<file path="config.mk">
export PLATFORM = sky130hd
export DESIGN_NAME = dbg_trigger_unit
export DESIGN_NICKNAME = d
export VERILOG_FILES = /design/src/rtl/dbg_trig_pkg.sv /design/src/rtl/dbg_slot_regs.sv /design/src/rtl/dbg_addr_match.sv /design/src/rtl/dbg_event_seq.sv /design/src/rtl/dbg_trigger_unit.sv
export SDC_FILE = /design/constraint.sdc
export NUM_CORES = 1
export LEC_CHECK = 0
export ABC_AREA = 1
export BUFFER_PORTS_ARGS = -buffer_cell sky130_fd_sc_hd__buf_2
export CAP_MARGIN = 20
export CORE_ASPECT_RATIO = 0.8
export CORE_MARGIN = 4
export CORE_UTILIZATION = 55
export CTS_CLUSTER_SIZE = 14
export DETAILED_ROUTE_END_ITERATION = 8
export GPL_TIMING_DRIVEN = 0
export PLACE_DENSITY_LB_ADDON = 0.1
export SLEW_MARGIN = 15
export SYNTH_ARGS = -nofsm -noshare
export SYNTH_HDL_FRONTEND = slang
export SYNTH_HIERARCHICAL = 1
export SYNTH_SLANG_ARGS = --single-unit
</file>
<file path="constraint.sdc">
create_clock -name clk -period 1.9 [get_ports clk]
set_input_delay 0.095 -clock clk [delete_from_list [all_inputs] [get_ports clk]]
set_output_delay 0.095 -clock clk [all_outputs]
set_load 0.005 [all_outputs]
</file>
<file path="src/rtl/dbg_trig_pkg.sv">
package dbg_trig_pkg;

    typedef enum logic [1:0] {
        WM_OFF   = 2'b00,
        WM_READ  = 2'b01,
        WM_WRITE = 2'b10,
        WM_BOTH  = 2'b11
    } wmode_e;

    typedef enum logic [1:0] {
        ST_IDLE      = 2'b00,
        ST_WATCH_REQ = 2'b01,
        ST_BREAK_REQ = 2'b10
    } seq_state_e;

endpackage

</file>
<file path="src/rtl/dbg_slot_regs.sv">
module dbg_slot_regs
    import dbg_trig_pkg::*;
#(
    parameter int NBP = 4,
    parameter int NWP = 4,
    parameter int AW  = 32,
    parameter int CAW = 4,
    parameter int DW  = 32
) (
    input  logic                     clk,
    input  logic                     rst_n,
    input  logic                     cfg_we,
    input  logic [CAW-1:0]           cfg_addr,
    input  logic [DW-1:0]            cfg_wdata,
    output logic [NBP-1:0][AW-1:0]   bp_addr,
    output logic [NBP-1:0]           bp_vld,
    output logic [NWP-1:0][AW-1:0]   wp_addr,
    output logic [NWP-1:0]           wp_vld,
    output logic [NWP-1:0][1:0]      wp_mode,
    output logic [NBP+NWP-1:0]       stat_clr
);
    localparam int SEL_WP0   = NBP;
    localparam int SEL_MODE0 = NBP + NWP;
    localparam int SEL_RMBP  = NBP + 2 * NWP;
    localparam int SEL_RMWP  = SEL_RMBP + 1;
    localparam int SEL_STAT  = SEL_RMBP + 2;

    logic rm_bp_wr;
    logic rm_wp_wr;

    assign rm_bp_wr = cfg_we && (cfg_addr == CAW'(SEL_RMBP));
    assign rm_wp_wr = cfg_we && (cfg_addr == CAW'(SEL_RMWP));
    assign stat_clr = (cfg_we && (cfg_addr == CAW'(SEL_STAT)))
                    ? cfg_wdata[NBP+NWP-1:0] : '0;

    for (genvar i = 0; i < NBP; i++) begin : g_bp
        logic prog;
        assign prog = cfg_we && (cfg_addr == CAW'(i));
        always_ff @(posedge clk or negedge rst_n) begin
            if (!rst_n) begin
                bp_addr[i] <= '0;
                bp_vld[i]  <= 1'b0;
            end else if (prog) begin
                bp_addr[i] <= cfg_wdata[AW-1:0];
                bp_vld[i]  <= 1'b1;
            end else if (rm_bp_wr && cfg_wdata[i]) begin
                bp_vld[i]  <= 1'b0;
            end
        end
    end

    for (genvar j = 0; j < NWP; j++) begin : g_wp
        logic prog;
        logic mset;
        assign prog = cfg_we && (cfg_addr == CAW'(SEL_WP0 + j));
        assign mset = cfg_we && (cfg_addr == CAW'(SEL_MODE0 + j));
        always_ff @(posedge clk or negedge rst_n) begin
            if (!rst_n) begin
                wp_addr[j] <= '0;
                wp_vld[j]  <= 1'b0;
            end else if (prog) begin
                wp_addr[j] <= cfg_wdata[AW-1:0];
                wp_vld[j]  <= 1'b1;
            end else if (rm_wp_wr && cfg_wdata[j]) begin
                wp_vld[j]  <= 1'b0;
            end
        end
        always_ff @(posedge clk or negedge rst_n) begin
            if (!rst_n)    wp_mode[j] <= WM_OFF;
            else if (mset) wp_mode[j] <= cfg_wdata[1:0];
        end
    end

endmodule

</file>
<file path="src/rtl/dbg_addr_match.sv">
module dbg_addr_match
    import dbg_trig_pkg::*;
#(
    parameter int NBP = 4,
    parameter int NWP = 4,
    parameter int AW  = 32
) (
    input  logic                   pc_vld,
    input  logic [AW-1:0]          pc,
    input  logic                   dmem_rd,
    input  logic                   dmem_wr,
    input  logic [AW-1:0]          dmem_addr,
    input  logic [NBP-1:0][AW-1:0] bp_addr,
    input  logic [NBP-1:0]         bp_vld,
    input  logic [NWP-1:0][AW-1:0] wp_addr,
    input  logic [NWP-1:0]         wp_vld,
    input  logic [NWP-1:0][1:0]    wp_mode,
    output logic [NBP-1:0]         bp_hit,
    output logic [NWP-1:0]         wp_hit
);
    for (genvar i = 0; i < NBP; i++) begin : g_bpc
        assign bp_hit[i] = pc_vld && bp_vld[i] && (bp_addr[i] == pc);
    end

    for (genvar j = 0; j < NWP; j++) begin : g_wpc
        logic rd_arm;
        logic wr_arm;
        assign rd_arm = (wp_mode[j] == WM_READ)  || (wp_mode[j] == WM_BOTH);
        assign wr_arm = (wp_mode[j] == WM_WRITE) || (wp_mode[j] == WM_BOTH);
        assign wp_hit[j] = wp_vld[j] && (wp_addr[j] == dmem_addr)
                         && ((dmem_rd && rd_arm) || (dmem_wr && wr_arm));
    end

endmodule

</file>
<file path="src/rtl/dbg_event_seq.sv">
module dbg_event_seq
    import dbg_trig_pkg::*;
#(
    parameter int NBP = 4,
    parameter int NWP = 4
) (
    input  logic                   clk,
    input  logic                   rst_n,
    input  logic [NBP-1:0]         bp_hit,
    input  logic [NWP-1:0]         wp_hit,
    input  logic [NBP+NWP-1:0]     stat_clr,
    output logic                   bp_exc,
    output logic                   wp_exc,
    output logic [NBP+NWP-1:0]     hit_status
);
    seq_state_e state_q;
    seq_state_e state_d;
    logic       wp_any;
    logic       bp_any;
    logic [NBP+NWP-1:0] stat_set;

    assign wp_any = |wp_hit;
    assign bp_any = |bp_hit;

    // Watch matches win; breakpoints are not evaluated in such a cycle.
    always_comb begin
        state_d  = ST_IDLE;
        stat_set = '0;
        if (wp_any) begin
            state_d  = ST_WATCH_REQ;
            stat_set = {wp_hit, {NBP{1'b0}}};
        end else if (bp_any) begin
            state_d  = ST_BREAK_REQ;
            stat_set = {{NWP{1'b0}}, bp_hit};
        end
    end

    always_ff @(posedge clk or negedge rst_n) begin
        if (!rst_n) state_q <= ST_IDLE;
        else        state_q <= state_d;
    end

    always_comb begin
        bp_exc = 1'b0;
        wp_exc = 1'b0;
        unique case (state_q)
            ST_IDLE:      ;
            ST_WATCH_REQ: wp_exc = 1'b1;
            ST_BREAK_REQ: bp_exc = 1'b1;
            default:      ;
        endcase
    end

    always_ff @(posedge clk or negedge rst_n) begin
        if (!rst_n) hit_status <= '0;
        else        hit_status <= (hit_status & ~stat_clr) | stat_set;
    end

endmodule

</file>
<file path="src/rtl/dbg_trigger_unit.sv">
module dbg_trigger_unit
    import dbg_trig_pkg::*;
#(
    parameter int NBP = 4,
    parameter int NWP = 4,
    parameter int AW  = 32,
    parameter int DW  = 32,
    parameter int CAW = $clog2(NBP + 2 * NWP + 3)
) (
    input  logic               clk,
    input  logic               rst_n,
    input  logic               cfg_we,
    input  logic [CAW-1:0]     cfg_addr,
    input  logic [DW-1:0]      cfg_wdata,
    input  logic               pc_vld,
    input  logic [AW-1:0]      pc,
    input  logic               dmem_rd,
    input  logic               dmem_wr,
    input  logic [AW-1:0]      dmem_addr,
    output logic               dmem_suppress,
    output logic               bp_exc,
    output logic               wp_exc,
    output logic [NBP+NWP-1:0] hit_status
);
    logic [NBP-1:0][AW-1:0] bp_addr;
    logic [NBP-1:0]         bp_vld;
    logic [NWP-1:0][AW-1:0] wp_addr;
    logic [NWP-1:0]         wp_vld;
    logic [NWP-1:0][1:0]    wp_mode;
    logic [NBP+NWP-1:0]     stat_clr;
    logic [NBP-1:0]         bp_hit;
    logic [NWP-1:0]         wp_hit;

    dbg_slot_regs #(.NBP(NBP), .NWP(NWP), .AW(AW), .CAW(CAW), .DW(DW)) u_regs (
        .clk       (clk),
        .rst_n     (rst_n),
        .cfg_we    (cfg_we),
        .cfg_addr  (cfg_addr),
        .cfg_wdata (cfg_wdata),
        .bp_addr   (bp_addr),
        .bp_vld    (bp_vld),
        .wp_addr   (wp_addr),
        .wp_vld    (wp_vld),
        .wp_mode   (wp_mode),
        .stat_clr  (stat_clr)
    );

    dbg_addr_match #(.NBP(NBP), .NWP(NWP), .AW(AW)) u_match (
        .pc_vld    (pc_vld),
        .pc        (pc),
        .dmem_rd   (dmem_rd),
        .dmem_wr   (dmem_wr),
        .dmem_addr (dmem_addr),
        .bp_addr   (bp_addr),
        .bp_vld    (bp_vld),
        .wp_addr   (wp_addr),
        .wp_vld    (wp_vld),
        .wp_mode   (wp_mode),
        .bp_hit    (bp_hit),
        .wp_hit    (wp_hit)
    );

    dbg_event_seq #(.NBP(NBP), .NWP(NWP)) u_seq (
        .clk        (clk),
        .rst_n      (rst_n),
        .bp_hit     (bp_hit),
        .wp_hit     (wp_hit),
        .stat_clr   (stat_clr),
        .bp_exc     (bp_exc),
        .wp_exc     (wp_exc),
        .hit_status (hit_status)
    );

    assign dmem_suppress = |wp_hit;

endmodule

</file>
==> summary.md <==
The run finished, with violations left. The final reports fail on negative setup slack. At the later pin of the worst-skew pair, clock insertion delay measures 0.57 ns. Setup repair after global routing could not meet its margin everywhere.

Path type of the worst setup path: flip-flop to output port. After synthesis, the largest area contributor takes up 47.3% of total cell area. The logs give 13,700 for the number of global-route vias before repair and 26,500 µm² for the standard cell core area.

Across the VDD grid, the largest voltage drop is 0.703 mV. The flip-flop and latch count after synthesis came out at 282. The power density over the cells is 1050 nW/µm². The total number of nets in the final design came out at 2,423. For this block, the initial DRC count from the detailed router was 1,848.

Dividing the detail-routed via count by the number of cells gives 5.51. The achievable clock frequency is 0.463 GHz, and the die area is 29,800 µm². Dominant combinational cell family by area after synthesis: simple AND/OR/NAND/NOR gates. The run gives 0.0251 ns as the final worst clock skew.

After detailed routing, the number of remaining DRC violations is 0. The xor and xnor fraction of the mapped netlist area is 3.47%, and the wire length of the first global-routing pass is 84,500 µm. For this design, the sink count on the clock tree is 282. The y dimension of the die works out to 155 µm. The critical path goes through inv_1 > nand2_1 > nand2_1 > nor2_1 > nand2_1 > nor2_2 > nand3_2 > nor2_4 > nor2_1 > nand2_1 > buf_2. For the global route total overflow, the log shows 0. The number of antenna violations at the first check in global routing was 1; the area growth from synthesis to layout was 18.4%.

Summing over every cut layer, the via total after detailed routing is 14,900. Summing the areas of all and, or, nand and nor instances in the mapped netlist gives 31.0% of the synthesized area. For the multi-input gate area in the final layout, the log shows 6710 µm².

Input and output buffers added on the ports amount to 108. The number of filler cells placed in the layout is 2,377, and the number of ports placed on the die boundary is 117. The root cell of the clock tree was sky130_fd_sc_hd__clkbuf_16. Once detail routing completed, the nets flagged for antenna violations numbered 0. The logs give 6 for the number of warnings reported in the yosys synthesis log and 38.3% for the overall routing resource usage. For the summed negative setup slack over all endpoints, the log shows -0.259 ns.

The longest clock path from root to sink contains 3 buffers. The synthesized netlist devotes 8.99% of its cell area to compound gates. The count of endpoints failing setup in the final report is 1, and the CTS buffer count is 29.

The worst-path cell with the longest stage delay is sky130_fd_sc_hd__dfrtp_1. The min-delay analysis places its worst path in the category input port to flip-flop. The tools report the count of antenna diodes in the layout as 0. The average detailed-routed wire length per instance was 21.4 µm.

Along the worst path, the maximum fanout reaches 3. The detailed-routing wirelength on met1 is 25,200 µm, and the floorplan row count is 53. By instance count, the cell type seen most on the critical path is sky130_fd_sc_hd__nand2_1.

After synthesis, the share of cell area in mux cells is 0%. TritonCTS built the clock tree. The number of buffers and inverters on the critical path is 2. Number of max-cap violations: 0.

The highest metal layer carrying signal wires in the routed design is met5. The routability-driven placement congestion ratio was 1.03. Of the total synthesized cell area, the portion taken by full adders, half adders and majority gates is 0%. The worst path setup slack after routing is -0.259 ns, and the transition time at the pin with the least slew margin is 0.765 ns. The flip-flop and latch area is 7060 µm², and the clock input transition at the sequential cells of the worst setup and hold paths is 0.06 ns. Yosys attributes the largest share of cell area to sky130_fd_sc_hd__dfrtp_1 47%, sky130_fd_sc_hd__nand2_1 25%, sky130_fd_sc_hd__inv_1 5.3%. The endpoint type of the worst setup path is an output port. Among cell families on the critical path, the largest total delay comes from simple AND/OR/NAND/NOR gates.

The run gives 0 as the hold violation count in the final report. The number of max-slew violations in the final report came out at 0. Number of H-tree levels: 1.

Summed over all cells, the static leakage comes to 9.40 nW. The cell area after synthesis came out at 14,900 µm². The die is 192 µm wide. Measured against its own limit, the worst slew margin works out to 49.0%.

The data required time of the worst path came out at 1.80 ns. The first-pass detailed-route iteration total is 5, and the data arrival time at the worst-slack endpoint is 2.06 ns. A synthesized cell averages 7.01 µm². The share of synthesized area occupied by flip-flops and latches was 47.3%. The worst path in the final design needs a cycle of 2.16 ns, including I/O delays and setup.

The maximum number of pins on one net before global-route repair came out at 103. In this run, distinct cell masters in the synthesized netlist total 30. The portion of the clock cycle consumed by the worst path in the final layout is 114%. The tools report the power after layout as 18.4 mW.

After legalization and detailed placement, the total HPWL measured 43,700 µm. STA classifies the critical path startpoint as a flip-flop. The number of instances in the synthesized netlist came out at 2,126. For this run, the slowest stage of the critical path takes 0.42 ns. The synthesized netlist net count was 2,232.

The final layout contains routed wiring with a total length of 57,800 µm. After detailed routing, the met3 layer carries 8770 µm of wire. Detailed routing placed a total of 22,700 µm of wire on met2. The tools report the initial core utilization as 56.4%. Dominant cell type by area after synthesis: sky130_fd_sc_hd__dfrtp_1. The share of post-route cells with drive strength above 1 is 15.2%.
## cell usage in the layout (no fill, tap or decap), types with 2 or more instances in the layout
cell type and instances:
sky130_fd_sc_hd__o21bai_1 3, sky130_fd_sc_hd__o211ai_1 9, sky130_fd_sc_hd__nor3_1 6, sky130_fd_sc_hd__buf_6 11
sky130_fd_sc_hd__clkbuf_16 29, sky130_fd_sc_hd__nand3_2 7, sky130_fd_sc_hd__nor2_1 142, sky130_fd_sc_hd__buf_16 3
sky130_fd_sc_hd__clkbuf_1 12, sky130_fd_sc_hd__xnor2_1 40, sky130_fd_sc_hd__xnor2_2 6, sky130_fd_sc_hd__clkbuf_8 10
sky130_fd_sc_hd__inv_1 209, sky130_fd_sc_hd__xor2_1 13, sky130_fd_sc_hd__clkinv_2 4, sky130_fd_sc_hd__buf_4 16
sky130_fd_sc_hd__buf_2 144, sky130_fd_sc_hd__o21a_1 2, sky130_fd_sc_hd__dlygate4sd3_1 35, sky130_fd_sc_hd__nand3_1 31
sky130_fd_sc_hd__nand2_1 966, sky130_fd_sc_hd__nor2_2 17, sky130_fd_sc_hd__or2_0 3, sky130_fd_sc_hd__o21ai_1 104
sky130_fd_sc_hd__o21ai_2 10, sky130_fd_sc_hd__dfrtp_2 2, sky130_fd_sc_hd__nor2_4 9, sky130_fd_sc_hd__clkbuf_2 3
sky130_fd_sc_hd__clkinvlp_4 5, sky130_fd_sc_hd__nand2_2 17, sky130_fd_sc_hd__o21ai_0 123, sky130_fd_sc_hd__dfrtp_1 280
sky130_fd_sc_hd__nand4_1 3, sky130_fd_sc_hd__inv_2 55
## layout make-up
type	instances	share of cell area, %
Clock inverter	12	0.596
Sequential cell	282	40.0
Inverter	265	5.64
Clock buffer	42	4.96
Timing Repair Buffer	160	6.17
Buffer	62	2.11
Multi-Input combinational cell	1517	38.0
Tap cell	357	2.53
## path summary, 6_finish.rpt
check	slack, ns	startpoint	cells past startpoint	end
worst max-delay path	-0.26	u_regs/wp_addr[113]	11	dmem_suppress
worst min register to register	0.47	u_regs/wp_mode[2]	2	u_regs/wp_mode[2]
worst max register to register	0.05	u_regs/wp_addr[23]	13	u_seq/state_q[1]
max in group asynchronous	0.79	rst_n	4	u_regs/wp_addr[93]
min in group asynchronous	0.17	rst_n	3	u_regs/bp_addr[72]
worst min-delay path	0.05	cfg_addr[3]	5	u_regs/wp_mode[4]
## per-layer routing
metal / global-route usage (%) / vias up
met3: 12.5 / 87
met5: 0 / -
met1: 61.0 / 7053
met2: 51.1 / 902
met4: 7.06 / 2
li1: - / 6824
## logic make-up after synthesis
family | count (synthesis)
DFF | 282
AOI/OAI and AO/OA | 253
buffers and inverters | 327
xor gates and xnor gates | 59
and+or+nand+nor | 1205
## flip-flops by register name, indices dropped and copies added (netlist names)
| name | cells |
|---|---|
| u_regs/wp_addr | 128 |
| u_regs/bp_addr | 128 |
| u_seq/hit_status | 8 |
| u_regs/wp_vld | 4 |
| u_regs/bp_vld | 4 |
| u_seq/state_q | 2 |
| u_regs/wp_mode | 8 |
## worst register-to-register path: stages, from the launching register on
cell and delay [ns]:
sky130_fd_sc_hd__dfrtp_1 0.41, sky130_fd_sc_hd__inv_1 0.06, sky130_fd_sc_hd__nand2_1 0.06, sky130_fd_sc_hd__nand2_1 0.07, sky130_fd_sc_hd__nor2_1 0.14, sky130_fd_sc_hd__nand2_2 0.12, sky130_fd_sc_hd__nor2_2 0.18, sky130_fd_sc_hd__nand3_2 0.12
sky130_fd_sc_hd__nor2_4 0.10, sky130_fd_sc_hd__buf_4 0.11, sky130_fd_sc_hd__buf_4 0.15, sky130_fd_sc_hd__nor2_4 0.07, sky130_fd_sc_hd__nand2_2 0.11, sky130_fd_sc_hd__nor2_1 0.06
## synth_stat cells
library cell and number:
sky130_fd_sc_hd__buf_4 2, sky130_fd_sc_hd__or2_2 1, sky130_fd_sc_hd__or2_1 1, sky130_fd_sc_hd__inv_2 54, sky130_fd_sc_hd__o21bai_1 3, sky130_fd_sc_hd__clkbuf_1 9, sky130_fd_sc_hd__o211ai_1 9, sky130_fd_sc_hd__o21ai_0 123
sky130_fd_sc_hd__o21bai_2 1, sky130_fd_sc_hd__nor2_4 2, sky130_fd_sc_hd__or2_0 3, sky130_fd_sc_hd__nand2_1 982, sky130_fd_sc_hd__nand3_1 38, sky130_fd_sc_hd__xor2_1 13, sky130_fd_sc_hd__o21a_1 2, sky130_fd_sc_hd__nor2_1 162
sky130_fd_sc_hd__nand2_2 2, sky130_fd_sc_hd__nand4_1 3, sky130_fd_sc_hd__nor2_2 4, sky130_fd_sc_hd__inv_1 210, sky130_fd_sc_hd__o21ai_1 105, sky130_fd_sc_hd__clkbuf_2 3, sky130_fd_sc_hd__dfrtp_1 282, sky130_fd_sc_hd__a21oi_1 1
sky130_fd_sc_hd__o21ai_2 9, sky130_fd_sc_hd__xnor2_1 46, sky130_fd_sc_hd__clkinv_1 1, sky130_fd_sc_hd__buf_2 37, sky130_fd_sc_hd__buf_6 11, sky130_fd_sc_hd__nor3_1 7
## what timing repair did
action                                  CTS  global route
gates cloned                              0             0
setup buffers                             9             6
endpoints found under the setup margin    7             6
hold buffers                             35             0
resized for setup                        36            26
endpoints found under the hold margin   256             0
pin swaps                                10            13
## per-stage QoR
step | utilization (%) | hold slack, ns | instances | setup WS [ns] | instance area (µm²)
global route | 66.7 | 0.0829 | 2697 | -0.325 | 17600
CTS | 66.2 | 0.0259 | 2692 | -0.253 | 17500
floorplan | - | -0.201 | 2126 | 0.601 | 14900
finish | 66.7 | 0.0513 | 2697 | -0.259 | 17600
detailed placement | 60.4 | 0.168 | 2594 | -0.115 | 16000
global placement | 60.1 | 0.323 | 2591 | -4.53 | 15900
## where the power goes
| part | total [mW] | switching (mW) | internal, mW |
|---|---|---|---|
| Clock | 5.83 | 2.49 | 3.34 |
| Combinational | 4.26 | 2.68 | 1.58 |
| Sequential | 8.36 | 1.14 | 7.22 |
| Total | 18.4 | 6.31 | 12.1 |
(Power assumes the default switching activity.)
